### config.mk
export PLATFORM = sky130hd
export DESIGN_NAME = ext_irq_latch
export DESIGN_NICKNAME = d
export VERILOG_FILES = /design/src/rtl/ext_irq_pkg.sv /design/src/rtl/ext_irq_sync.sv /design/src/rtl/ext_irq_detect.sv /design/src/rtl/ext_irq_prio.sv /design/src/rtl/ext_irq_latch.sv
export SDC_FILE = /design/constraint.sdc
export NUM_CORES = 1
export LEC_CHECK = 0
export ABC_CLOCK_PERIOD_IN_PS = 4200
export BUFFER_PORTS_ARGS = -buffer_cell sky130_fd_sc_hd__clkbuf_2
export CORE_ASPECT_RATIO = 1.75
export CORE_UTILIZATION = 35
export DETAILED_ROUTE_END_ITERATION = 16
export GPL_TIMING_DRIVEN = 1
export SLEW_MARGIN = 10
export SYNTH_ARGS = -nofsm -noshare
export SYNTH_HDL_FRONTEND = slang
export SYNTH_SLANG_ARGS = --single-unit
### constraint.sdc
create_clock -name clk -period 4.2 [get_ports clk]
set_input_delay 0.84 -clock clk [delete_from_list [all_inputs] [get_ports clk]]
set_output_delay 0.84 -clock clk [all_outputs]
set_load 0.01 [all_outputs]
### src/rtl/ext_irq_pkg.sv
package ext_irq_pkg;

  typedef enum logic [1:0] {
    TRIG_LOW  = 2'd0,
    TRIG_FALL = 2'd1,
    TRIG_RISE = 2'd2,
    TRIG_BOTH = 2'd3
  } trig_e;

  localparam logic [2:0] ADDR_ENABLE  = 3'd0;
  localparam logic [2:0] ADDR_TRIG_LO = 3'd1;
  localparam logic [2:0] ADDR_TRIG_HI = 3'd2;
  localparam logic [2:0] ADDR_FLAGS   = 3'd3;
  localparam logic [2:0] ADDR_SYSCTL  = 3'd4;

  localparam int NMI_EDGE_BIT = 2;

endpackage

### src/rtl/ext_irq_sync.sv
module ext_irq_sync #(
  parameter int   W       = 1,
  parameter logic IDLE    = 1'b1
) (
  input  logic         clk,
  input  logic         rst_n,
  input  logic [W-1:0] d,
  output logic [W-1:0] q,
  output logic [W-1:0] q_prev
);

  logic [W-1:0] meta_q;
  logic [W-1:0] stab_q;
  logic [W-1:0] hist_q;

  always_ff @(posedge clk or negedge rst_n) begin
    if (!rst_n) begin
      meta_q <= {W{IDLE}};
      stab_q <= {W{IDLE}};
      hist_q <= {W{IDLE}};
    end else begin
      meta_q <= d;
      stab_q <= meta_q;
      hist_q <= stab_q;
    end
  end

  assign q      = stab_q;
  assign q_prev = hist_q;

endmodule

### src/rtl/ext_irq_detect.sv
module ext_irq_detect
  import ext_irq_pkg::*;
#(
  parameter int N = 8
) (
  input  logic [N-1:0]   cur,
  input  logic [N-1:0]   prev,
  input  logic [2*N-1:0] mode,
  output logic [N-1:0]   hit
);

  for (genvar g = 0; g < N; g++) begin : g_line
    logic h;
    always_comb begin
      case (trig_e'(mode[2*g +: 2]))
        TRIG_LOW:  h = ~cur[g];
        TRIG_FALL: h = prev[g] & ~cur[g];
        TRIG_RISE: h = ~prev[g] & cur[g];
        default:   h = prev[g] ^ cur[g];
      endcase
    end
    assign hit[g] = h;
  end

endmodule

### src/rtl/ext_irq_prio.sv
module ext_irq_prio #(
  parameter int N  = 8,
  parameter int IW = 3
) (
  input  logic [N-1:0]  req,
  output logic          any,
  output logic [IW-1:0] idx
);

  always_comb begin
    any = |req;
    idx = '0;
    for (int i = N - 1; i >= 0; i--) begin
      if (req[i]) idx = IW'(i);
    end
  end

endmodule

### src/rtl/ext_irq_latch.sv
module ext_irq_latch
  import ext_irq_pkg::*;
#(
  parameter int NUM_LINES  = 8,
  parameter bit HAS_STATUS = 1'b1,
  parameter int DATA_W     = 8,
  parameter int ADDR_W     = 3,
  localparam int IDX_W     = (NUM_LINES > 1) ? $clog2(NUM_LINES) : 1
) (
  input  logic                 clk,
  input  logic                 rst_n,
  input  logic [NUM_LINES-1:0] irq_in,
  input  logic                 nmi_in,
  input  logic                 nmi_ack,
  input  logic                 reg_we,
  input  logic [ADDR_W-1:0]    reg_addr,
  input  logic [DATA_W-1:0]    reg_wdata,
  output logic [DATA_W-1:0]    reg_rdata,
  output logic                 irq_req,
  output logic [IDX_W-1:0]     irq_idx,
  output logic                 nmi_req
);

  localparam int TRIG_W = 2 * DATA_W;

  // reset: asserted asynchronously, released on the clock
  logic rst_s1, rst_ns;
  always_ff @(posedge clk or negedge rst_n) begin
    if (!rst_n) begin
      rst_s1 <= 1'b0;
      rst_ns <= 1'b0;
    end else begin
      rst_s1 <= 1'b1;
      rst_ns <= rst_s1;
    end
  end

  // input conditioning
  logic [NUM_LINES-1:0] line_cur, line_prev;
  logic                 nmi_cur, nmi_prev;

  ext_irq_sync #(.W(NUM_LINES), .IDLE(1'b1)) u_line_sync (
    .clk(clk), .rst_n(rst_ns), .d(irq_in), .q(line_cur), .q_prev(line_prev)
  );

  ext_irq_sync #(.W(1), .IDLE(1'b1)) u_nmi_sync (
    .clk(clk), .rst_n(rst_ns), .d(nmi_in), .q(nmi_cur), .q_prev(nmi_prev)
  );

  // architectural state
  logic [DATA_W-1:0]    en_q,   en_d;
  logic [TRIG_W-1:0]    trig_q, trig_d;
  logic [DATA_W-1:0]    sys_q,  sys_d;
  logic [NUM_LINES-1:0] flag_q, flag_d;
  logic                 nmi_q,  nmi_d;

  logic [NUM_LINES-1:0] hit;
  logic                 nmi_hit;
  logic                 st_we;
  logic [NUM_LINES-1:0] keep_mask;

  ext_irq_detect #(.N(NUM_LINES)) u_detect (
    .cur(line_cur), .prev(line_prev), .mode(trig_q[2*NUM_LINES-1:0]), .hit(hit)
  );

  assign nmi_hit = sys_q[NMI_EDGE_BIT] ? (nmi_cur & ~nmi_prev)
                                       : (~nmi_cur & nmi_prev);

  assign st_we     = reg_we && (reg_addr == ADDR_W'(ADDR_FLAGS));
  assign keep_mask = st_we ? reg_wdata[NUM_LINES-1:0] : '1;

  // next state
  always_comb begin
    en_d   = en_q;
    trig_d = trig_q;
    sys_d  = sys_q;
    if (reg_we) begin
      case (reg_addr)
        ADDR_W'(ADDR_ENABLE):  en_d = reg_wdata;
        ADDR_W'(ADDR_TRIG_LO): trig_d[DATA_W-1:0] = reg_wdata;
        ADDR_W'(ADDR_TRIG_HI): trig_d[TRIG_W-1:DATA_W] = reg_wdata;
        ADDR_W'(ADDR_SYSCTL):  sys_d = reg_wdata;
        default: ;
      endcase
    end
    nmi_d = nmi_hit | (nmi_q & ~nmi_ack);
  end

  if (HAS_STATUS) begin : g_status
    assign flag_d = (flag_q & keep_mask) | hit;
  end else begin : g_nostatus
    assign flag_d = hit;
  end

  // registers
  always_ff @(posedge clk or negedge rst_ns) begin
    if (!rst_ns) begin
      en_q   <= '0;
      trig_q <= '0;
      sys_q  <= '0;
      flag_q <= '0;
      nmi_q  <= 1'b0;
    end else begin
      en_q   <= en_d;
      trig_q <= trig_d;
      sys_q  <= sys_d;
      flag_q <= flag_d;
      nmi_q  <= nmi_d;
    end
  end

  // request presentation
  logic [NUM_LINES-1:0] pending;
  assign pending = flag_q & en_q[NUM_LINES-1:0];

  ext_irq_prio #(.N(NUM_LINES), .IW(IDX_W)) u_prio (
    .req(pending), .any(irq_req), .idx(irq_idx)
  );

  assign nmi_req = nmi_q;

  // read port
  always_comb begin
    case (reg_addr)
      ADDR_W'(ADDR_ENABLE):  reg_rdata = en_q;
      ADDR_W'(ADDR_TRIG_LO): reg_rdata = trig_q[DATA_W-1:0];
      ADDR_W'(ADDR_TRIG_HI): reg_rdata = trig_q[TRIG_W-1:DATA_W];
      ADDR_W'(ADDR_FLAGS):   reg_rdata = HAS_STATUS ? DATA_W'(flag_q) : '0;
      ADDR_W'(ADDR_SYSCTL):  reg_rdata = sys_q;
      default:               reg_rdata = '0;
    endcase
  end

endmodule

==> results of run 1 <==
==> through the flow <==
stage               setup WS [ps]  instances
floorplan                    1610        263
global placement             1100        410
detailed placement           1030        410
CTS                          1020        426
global route                  895        426
finish                       1020        426
==> power breakdown <==
part / total [mW] / internal (mW) / switching, mW
Combinational: 0.281 / 0.151 / 0.130
Sequential: 0.881 / 0.777 / 0.104
Clock: 0.738 / 0.474 / 0.265
Total: 1.90 / 1.40 / 0.498
==> cell type report <==
cell class / count / area (um^2) / share of cell area [%]
multi-input combinational: 165 / 1340 / 34.9
timing repair buffer: 38 / 195 / 5.10
tap: 120 / 150 / 3.93
sequential: 70 / 1790 / 46.7
clock buffer: 12 / 246 / 6.44
clock inverter: 4 / 47.5 / 1.24
inverter: 17 / 63.8 / 1.67
==> cell usage after synthesis, drive strengths merged <==
master	instances	share of area, %
conb	1	0.12
nand2b	1	0.19
nand3	2	0.31
o22ai	8	1.5
dfrtp	43	33
nor3b	4	0.93
inv	17	2.0
nand4	1	0.19
mux2	39	14
a221oi	2	0.54
and3	1	0.19
nand2	15	1.7
o221ai	1	0.27
a21oi	11	1.7
nor2b	3	0.58
clkbuf	5	0.58
ha	16	6.2
o211ai	16	3.7
nand4b	1	0.27
nand3b	2	0.46
and4bb	1	0.39
a22oi	12	2.8
dfstp	27	22
nor4bb	1	0.31
a32oi	2	0.54
a22o	1	0.27
buf	6	1.3
and2	1	0.19
nor4b	1	0.73
nor2	9	1.0
o21a	2	0.46
mux2i	2	0.62
o21ai	9	1.4
==> cell families after synthesis <==
group                      after synthesis  share of synthesized area, %
other                                    1                         0.116
DFF                                     70                          55.0
buffers and inverters                   28                          3.82
muxes                                   41                          14.2
and+or+nand+nor                         43                          7.52
AOI/OAI and AO/OA                       64                          13.2
adders and majority gates               16                          6.17
==> worst max-delay path, delay by kind of cell <==
kind,cells,cell delay [ps]
buf+inv,2,570
compound gates,2,390
simple gates,1,520
==> state kept, by name, indices dropped and copies added, names as in the netlist <==
name and count:
en_q 8, flag_q 8, nmi_req 1, rst_ns 1, rst_s1 1, sys_q 8
trig_q 16, u_line_sync.meta_q 8, u_line_sync.q 8, u_line_sync.q_prev 8, u_nmi_sync.meta_q 1, u_nmi_sync.q 1
u_nmi_sync.q_prev 1
==> routing by layer <==
layer | wire [um] | vias up
met5 | 0 | -
met4 | 147 | 0
met3 | 209 | 12
met2 | 3610 | 41
met1 | 2800 | 1060
li1 | - | 1032
==> worst paths after layout <==
kind,cells after the start,endpoint,startpoint,slack [ps]
worst min register to register,0,trig_q[2],rst_ns,280
max in group asynchronous,1,u_line_sync.q_prev[4],rst_ns,2940
worst max-delay path,5,reg_rdata[6],reg_addr[0],1020
worst min-delay path,0,trig_q[2],rst_ns,280
worst max register to register,5,flag_q[7],u_line_sync.q[7],2930
min in group clk,0,rst_ns,rst_s1,350
==> impl_metrics.json, run 1 <==
{
  "gp_congestion": 0.844,
  "synth_seq_cells": 70,
  "vias": 2145,
  "cp_slowest_stage_delay_ps": 520,
  "fill_cells": 883,
  "drive_above_1_share_pct": 39.5,
  "gr-usage-all-layers_pct": 16.0,
  "crit_path_cell_trace": "clkbuf_2, nor2b_1, a22oi_1, o22ai_1, clkbuf_2",
  "syn-instance-count": 263,
  "ys.warnings.count": 0,
  "finalHoldViolCount": 0,
  "place_hpwl_mm": 4.85,
  "dr.pass1.iters": 4,
  "die_area_um2": 9670,
  "synth_cell_types": 35,
  "fin_total_pwr_mw": 1.90,
  "final_max_slew_viol_count": 0,
  "grt_overflow": 0,
  "worstPathArrival_ps": 2340,
  "setup_viol": 0,
  "top_usage_layer": "met2",
  "root_buffer": "clkbuf_16",
  "cts.clk_slew.worst_paths_ps": 60,
  "area_growth_pct": 17.9,
  "postCtsHoldBufs": 0,
  "ios": 37,
  "use_met1_pct": 18.8,
  "cp_max_fo": 21,
  "seq_area_frac_synth_pct": 55.0,
  "wire_per_inst_um": 15.9,
  "power_leakage_nw": 1.65,
  "antenna_found_initial": 0,
  "portBuffers": 36,
  "required_ps": 3360,
  "final_common_cell": "dfrtp_1",
  "critPathKind": "in -> out",
  "worstSetupEndpointType": "output pin",
  "clockBufferDepth": 2,
  "rows": 46,
  "vdd_drop_max_mv": 0.244,
  "chipHeight_um": 129,
  "grt_pass1_wl_mm": 11.3,
  "wl_mm": 6.77,
  "use_met2_pct": 27.1,
  "clk_latency_ps": 320,
  "grt_pass1_vias": 2254,
  "max_cap_viol_count": 0,
  "diodes": 0,
  "start_kind": "input pin",
  "ant_nets": 0,
  "die-width_um": 74.8,
  "design_area_um2": 3820,
  "hold_class": "reg -> async",
  "syn-mean-instance-area_um2": 12.3,
  "whs_ps": 281,
  "start_util_pct": 35.9,
  "cts_tree": "done",
  "cts.sinks": 70,
  "power-per-cell-area_nw_per_um2": 497,
  "skew_ps": 4.78,
  "grt_max_degree": 42,
  "slowest_stage": "nor2b_1",
  "layout.nets": 341,
  "critPathMostFrequentCell": "clkbuf_2",
  "cts_resized": 0,
  "synthesis.area_um2": 3240,
  "post-route-drc-count": 0,
  "fin_crit_sh_pct": 75.6,
  "status": "completed",
  "slew_headroom_pct": 59.9,
  "drt_iter0_markers": 158,
  "cts_made_buffers": 9,
  "final_cell_mix": "dfrtp_1, mux2_2, clkbuf_2",
  "worst_pin_slew_ps": 598,
  "htree_levels": 3,
  "max_freq_mhz": 315,
  "synth_nets": 303,
  "core_area_um2": 9040,
  "utilization_pct": 42.3,
  "fin_tns_setup_ps": 0,
  "place_area_um2": 3530,
  "postCtsSetupRepairBufs": 0,
  "min_period_ps": 3180,
  "use_met3_pct": 3.19,
  "grt_setup_unrepaired": "no",
  "via_per_inst": 5.04
}
(Power assumes the default switching activity.)
==> run 2, diff against run 1 <==
Settings changed: ABC_CLOCK_PERIOD_IN_PS 4200 to 3200.
Clock period 4.2 ns to 3.2 ns, I/O delays scaled along.
==> impl_metrics.json, run 2 (same netlist as run 1, synthesis figures left out) <==
{
  "grt_max_degree": 41,
  "htree_levels": 3,
  "slowest_stage": "mux2_2",
  "multi_input_area_um2": 1340,
  "drt_iter0_markers": 109,
  "largest_reg_flops": 16,
  "postCtsHoldBufs": 0,
  "hold_class": "in -> async",
  "grt_setup_unrepaired": "no",
  "grt_overflow": 0,
  "antenna_found_initial": 0,
  "ant_nets": 0,
  "slew_headroom_pct": 39.0,
  "cts.clk_slew.worst_paths_ps": 50,
  "cts.sinks": 70,
  "die-width_um": 74.8,
  "finalHoldViolCount": 0,
  "gr-usage-all-layers_pct": 16.1,
  "required_ps": 2560,
  "setup_viol": 0,
  "clockBufferDepth": 2,
  "status": "completed",
  "root_buffer": "clkbuf_16",
  "grt_pass1_vias": 2121,
  "die_area_um2": 9670,
  "postCtsSetupRepairBufs": 0,
  "critPathMostFrequentCell": "clkbuf_2",
  "gp_congestion": 0.830,
  "wire_per_inst_um": 16.0,
  "start_kind": "input pin",
  "fill_cells": 872,
  "power_leakage_nw": 1.66,
  "crit_path_cell_trace": "clkbuf_2, buf_4, mux2_2, a21oi_1, o22ai_1, clkbuf_2",
  "drive_above_1_share_pct": 39.9,
  "final_common_cell": "dfrtp_1",
  "cts_tree": "done",
  "cts_resized": 0,
  "skew_ps": 6.95,
  "place_inst": 412,
  "power-per-cell-area_nw_per_um2": 654,
  "area_growth_pct": 19.0,
  "design_area_um2": 3860,
  "cts_made_buffers": 9,
  "portBuffers": 36,
  "place_area_um2": 3560,
  "cp_max_fo": 15,
  "ios": 37,
  "wl_mm": 6.83,
  "max_freq_mhz": 396,
  "critPathKind": "in -> out",
  "layout.nets": 343,
  "min_period_ps": 2530,
  "final_max_slew_viol_count": 0,
  "worstSetupEndpointType": "output pin",
  "grt_pass1_wl_mm": 11.1,
  "top_register": "trig_q",
  "worstPathArrival_ps": 1890,
  "diodes": 0,
  "chipHeight_um": 129,
  "finalWorstSetupSlack_ps": 673,
  "place_hpwl_mm": 5.04,
  "vias": 2152,
  "core_area_um2": 9040,
  "dp_slack_ps": 674,
  "start_util_pct": 35.9,
  "final_cells": 428,
  "rows": 46,
  "cp_slowest_stage_delay_ps": 360,
  "clk_latency_ps": 330,
  "post-route-drc-count": 0,
  "dr.pass1.iters": 4,
  "utilization_pct": 42.7,
  "vdd_drop_max_mv": 0.263,
  "fin_crit_sh_pct": 79.0,
  "final_cell_mix": "dfrtp_1, mux2_2, clkbuf_2",
  "via_per_inst": 5.03,
  "final-seq-area_um2": 1790,
  "max_cap_viol_count": 0,
  "worst_pin_slew_ps": 915,
  "fin_tns_setup_ps": 0
}
run 2: changes by cell type in the layout (fill, tap and decap cells not counted):
| cell | delta |
|---|---|
| buf_12 | +1 |
| buf_4 | +1 |
| clkbuf_8 | +1 |
| clkinv_2 | -1 |
run 2: worst paths after layout:
kind | depth (start not counted) | end | start | slack [ps]
hold reg to reg | 0 | rst_ns | rst_s1 | 350
min in group clk | 0 | rst_ns | rst_s1 | 350
setup reg to reg | 5 | flag_q[1] | u_line_sync.q[1] | 1950
setup / recovery | 6 | reg_rdata[5] | reg_addr[0] | 670
max in group asynchronous | 1 | u_line_sync.meta_q[7] | rst_ns | 2050
hold / removal | 1 | rst_ns | rst_n | 90
run 2: final cells by class:
cell class                 count  share of cell area, %
inverter                      17                   1.65
multi-input combinational    165                   34.6
sequential                    70                   46.3
timing repair buffer          40                   5.77
clock inverter                 3                   1.10
tap                          120                   3.89
clock buffer                  13                   6.74
run 2: through the flow:
stage | power, mW | hold slack, ps
after global routing | 2.66 | 78.0
final | 2.52 | 89.9
after floorplan | 1.40 | 331
after detailed placement | 1.55 | 338
after CTS | 2.56 | 81.6
after global placement | 1.54 | 337
run 2: report_power, final:
group	switching, mW	leakage, nW	total [mW]	internal (mW)
logic	0.166	0.742	0.368	0.202
registers	0.140	0.775	1.16	1.02
clock network	0.351	0.146	0.996	0.644
run 2: per-layer routing:
layer  wire [um]  GRT usage [%]  vias to the layer above
met5           0              0                        -
met4         267           9.54                        0
met3         274           3.97                       14
met2        3490           26.2                       51
met1        2790           18.7                     1056
li1            -              -                     1031
run 2: worst max-delay path: cells and delay by family:
family	cells	cell delay, ps
AO/OA/AOI/OAI	2	280
buffers and inverters	3	610
multiplexers	1	360
==> run 3, diff against run 2 <==
Settings changed: ABC_AREA set to 1, ABC_CLOCK_PERIOD_IN_PS 3200 to 2400.
Clock period 3.2 ns to 2.4 ns, I/O delays scaled along.
==> impl_metrics.json, run 3 <==
{
  "status": "completed",
  "start_kind": "input pin",
  "antenna_found_initial": 0,
  "wire_per_inst_um": 13.8,
  "clockBufferDepth": 2,
  "postCtsSetupRepairBufs": 0,
  "skew_ps": 2.66,
  "dr.pass1.iters": 5,
  "ios": 37,
  "grt_pass1_wl_mm": 12.1,
  "clk_latency_ps": 330,
  "portBuffers": 36,
  "via_per_inst": 4.69,
  "ff2ff_setup_slack_ps": 1070,
  "synth_nets": 391,
  "place_area_um2": 3610,
  "whs_ps": 224,
  "reg2reg_to": "flag_q[2]",
  "area_growth_pct": 19.2,
  "layout.nets": 438,
  "top_register": "trig_q",
  "required_ps": 1920,
  "dp_slack_ps": 421,
  "power_frac_comb_pct": 15.2,
  "finalWorstSetupSlack_ps": 445,
  "synthFlopType": "dfrtp_1",
  "fin_crit_sh_pct": 81.4,
  "worstPathArrival_ps": 1470,
  "p_seq_share_pct": 44.6,
  "worst_pin_slew_ps": 600,
  "final_max_slew_viol_count": 0,
  "max_freq_mhz": 512,
  "worstSetupEndpointType": "output pin",
  "largest_reg_flops": 16,
  "power-per-cell-area_nw_per_um2": 837,
  "vias": 2452,
  "cts_resized": 0,
  "chipHeight_um": 130,
  "ys.warnings.count": 0,
  "grt_pass1_vias": 2447,
  "cts_made_buffers": 9,
  "min_period_ps": 1950,
  "die-width_um": 75.3,
  "ant_nets": 0,
  "die_area_um2": 9820,
  "finalHoldViolCount": 0,
  "synth_cell_types": 24,
  "seq_area_frac_synth_pct": 54.2,
  "critPathKind": "in -> out",
  "cp_max_fo": 7,
  "power_leakage_nw": 1.96,
  "wl_mm": 7.22,
  "ys_top_cells_by_area": "dfrtp_1, dfstp_2, nand2_1",
  "timing.rr.start": "u_line_sync.q[2]",
  "synth_seq_cells": 70,
  "postCtsHoldBufs": 1,
  "yosys.area.top_type_share_pct": 32.7,
  "place_hpwl_mm": 5.55,
  "fin_total_pwr_mw": 3.29,
  "hold_end": "u_nmi_sync.meta_q",
  "power.internal_mw": 2.39,
  "diodes": 0,
  "syn-mean-instance-area_um2": 9.38,
  "rows": 46,
  "final_cells": 523,
  "post-route-drc-count": 0,
  "power.share.clock_pct": 40.2,
  "cts_tree": "done",
  "p_switching_mw": 0.897,
  "yosys.cell_count.top_type": "nand2_1",
  "design_area_um2": 3930,
  "startpoint": "reg_addr[0]",
  "drt_iter0_markers": 149,
  "core_area_um2": 9090,
  "utilization_pct": 43.2,
  "start_util_pct": 36.2,
  "final_common_cell": "nand2_1",
  "synthesis.area_um2": 3290,
  "synthTopCellsByCount": "nand2_1, dfrtp_1, inv_1, o21ai_2, dfstp_2",
  "place_inst": 506,
  "p_sw_share_pct": 27.3,
  "grt_max_degree": 28,
  "worstHoldStart": "nmi_in",
  "final_cell_mix": "nand2_1, dfrtp_1, inv_1",
  "gr-usage-all-layers_pct": 17.1,
  "async_reset_ff_share_pct": 100,
  "rr_worst_depth": 5,
  "syn-instance-count": 351,
  "synth_top_area_cell": "dfrtp_1",
  "drive_above_1_share_pct": 31.5,
  "hold_depth": 1,
  "htree_levels": 3,
  "gp_congestion": 0.870,
  "vdd_drop_max_mv": 0.346,
  "synth-edff-count": 0,
  "grt_setup_unrepaired": "no",
  "grt_overflow": 0,
  "cts.clk_slew.worst_paths_ps": 50,
  "hold_class": "in -> reg",
  "setup_viol": 0,
  "slew_headroom_pct": 60.0,
  "max_cap_viol_count": 0,
  "root_buffer": "clkbuf_16",
  "cts.sinks": 70,
  "fin_tns_setup_ps": 0
}
-- run 3: cell count changes after synthesis, sizes merged, moves of 3 or more --
cell | previous run | this run
o21ai | 9 | 71
nor2b | 3 | 0
nor3b | 4 | 0
o211ai | 16 | 0
clkbuf | 5 | 0
nand2 | 15 | 107
a22oi | 12 | 2
inv | 17 | 45
nor2 | 9 | 17
o22ai | 8 | 0
mux2 | 39 | 0
-- run 3: final cells by class --
| cell class | count | area, um^2 |
|---|---|---|
| clock buffer | 12 | 256 |
| clock inverter | 4 | 45.0 |
| fill | 922 | 5170 |
| inverter | 45 | 169 |
| multi-input combinational | 232 | 1290 |
| sequential | 70 | 1790 |
| tap | 120 | 150 |
| timing repair buffer | 40 | 225 |
-- run 3: per-layer routing --
layer  track usage (%)  up-vias  part of all wire, %
li1                  -     1223                    -
met1              19.7     1173                   41
met2              29.1       43                   52
met3              3.24       13                  3.7
met4              9.48        0                  2.7
met5                 0        -                    0
-- run 3: how the worst max path moves through the flow --
stage	endpoint	slack (ps)
floorplan	en_q[0]	350
global placement	reg_rdata[4]	450
detailed placement	reg_rdata[3]	420
CTS	reg_rdata[3]	420
global route	reg_rdata[4]	290
finish	reg_rdata[3]	450
-- run 3: critical path, stage by stage --
cell and delay, ps:
clkbuf_2 90, inv_1 60, nor2_2 100, nand2_1 110
inv_2 160, nand2_1 80, nand2_1 70, nor2_1 40
o21ai_0 100, clkbuf_2 180
-- run 3: kinds of logic after synthesis --
| kind of cell | count (synthesis) | share of synthesized area, % |
|---|---|---|
| adder cells (fa/ha/maj) | 16 | 6.08 |
| other | 1 | 0.114 |
| flip-flops | 70 | 54.2 |
| AND/OR/NAND/NOR | 129 | 16.1 |
| AO/OA/AOI/OAI | 86 | 17.0 |
| buffers and inverters | 49 | 6.50 |
-- run 3: power groups by stage --
stage	Sequential (mW)	Clock, mW	Combinational [mW]
3_3_place_gp	1.48	0	0.489
6_report	1.47	1.32	0.499
3_5_place_dp	1.49	0	0.502
5_1_grt	1.49	1.40	0.581
2_1_floorplan	1.45	0	0.349
4_1_cts	1.47	1.35	0.506
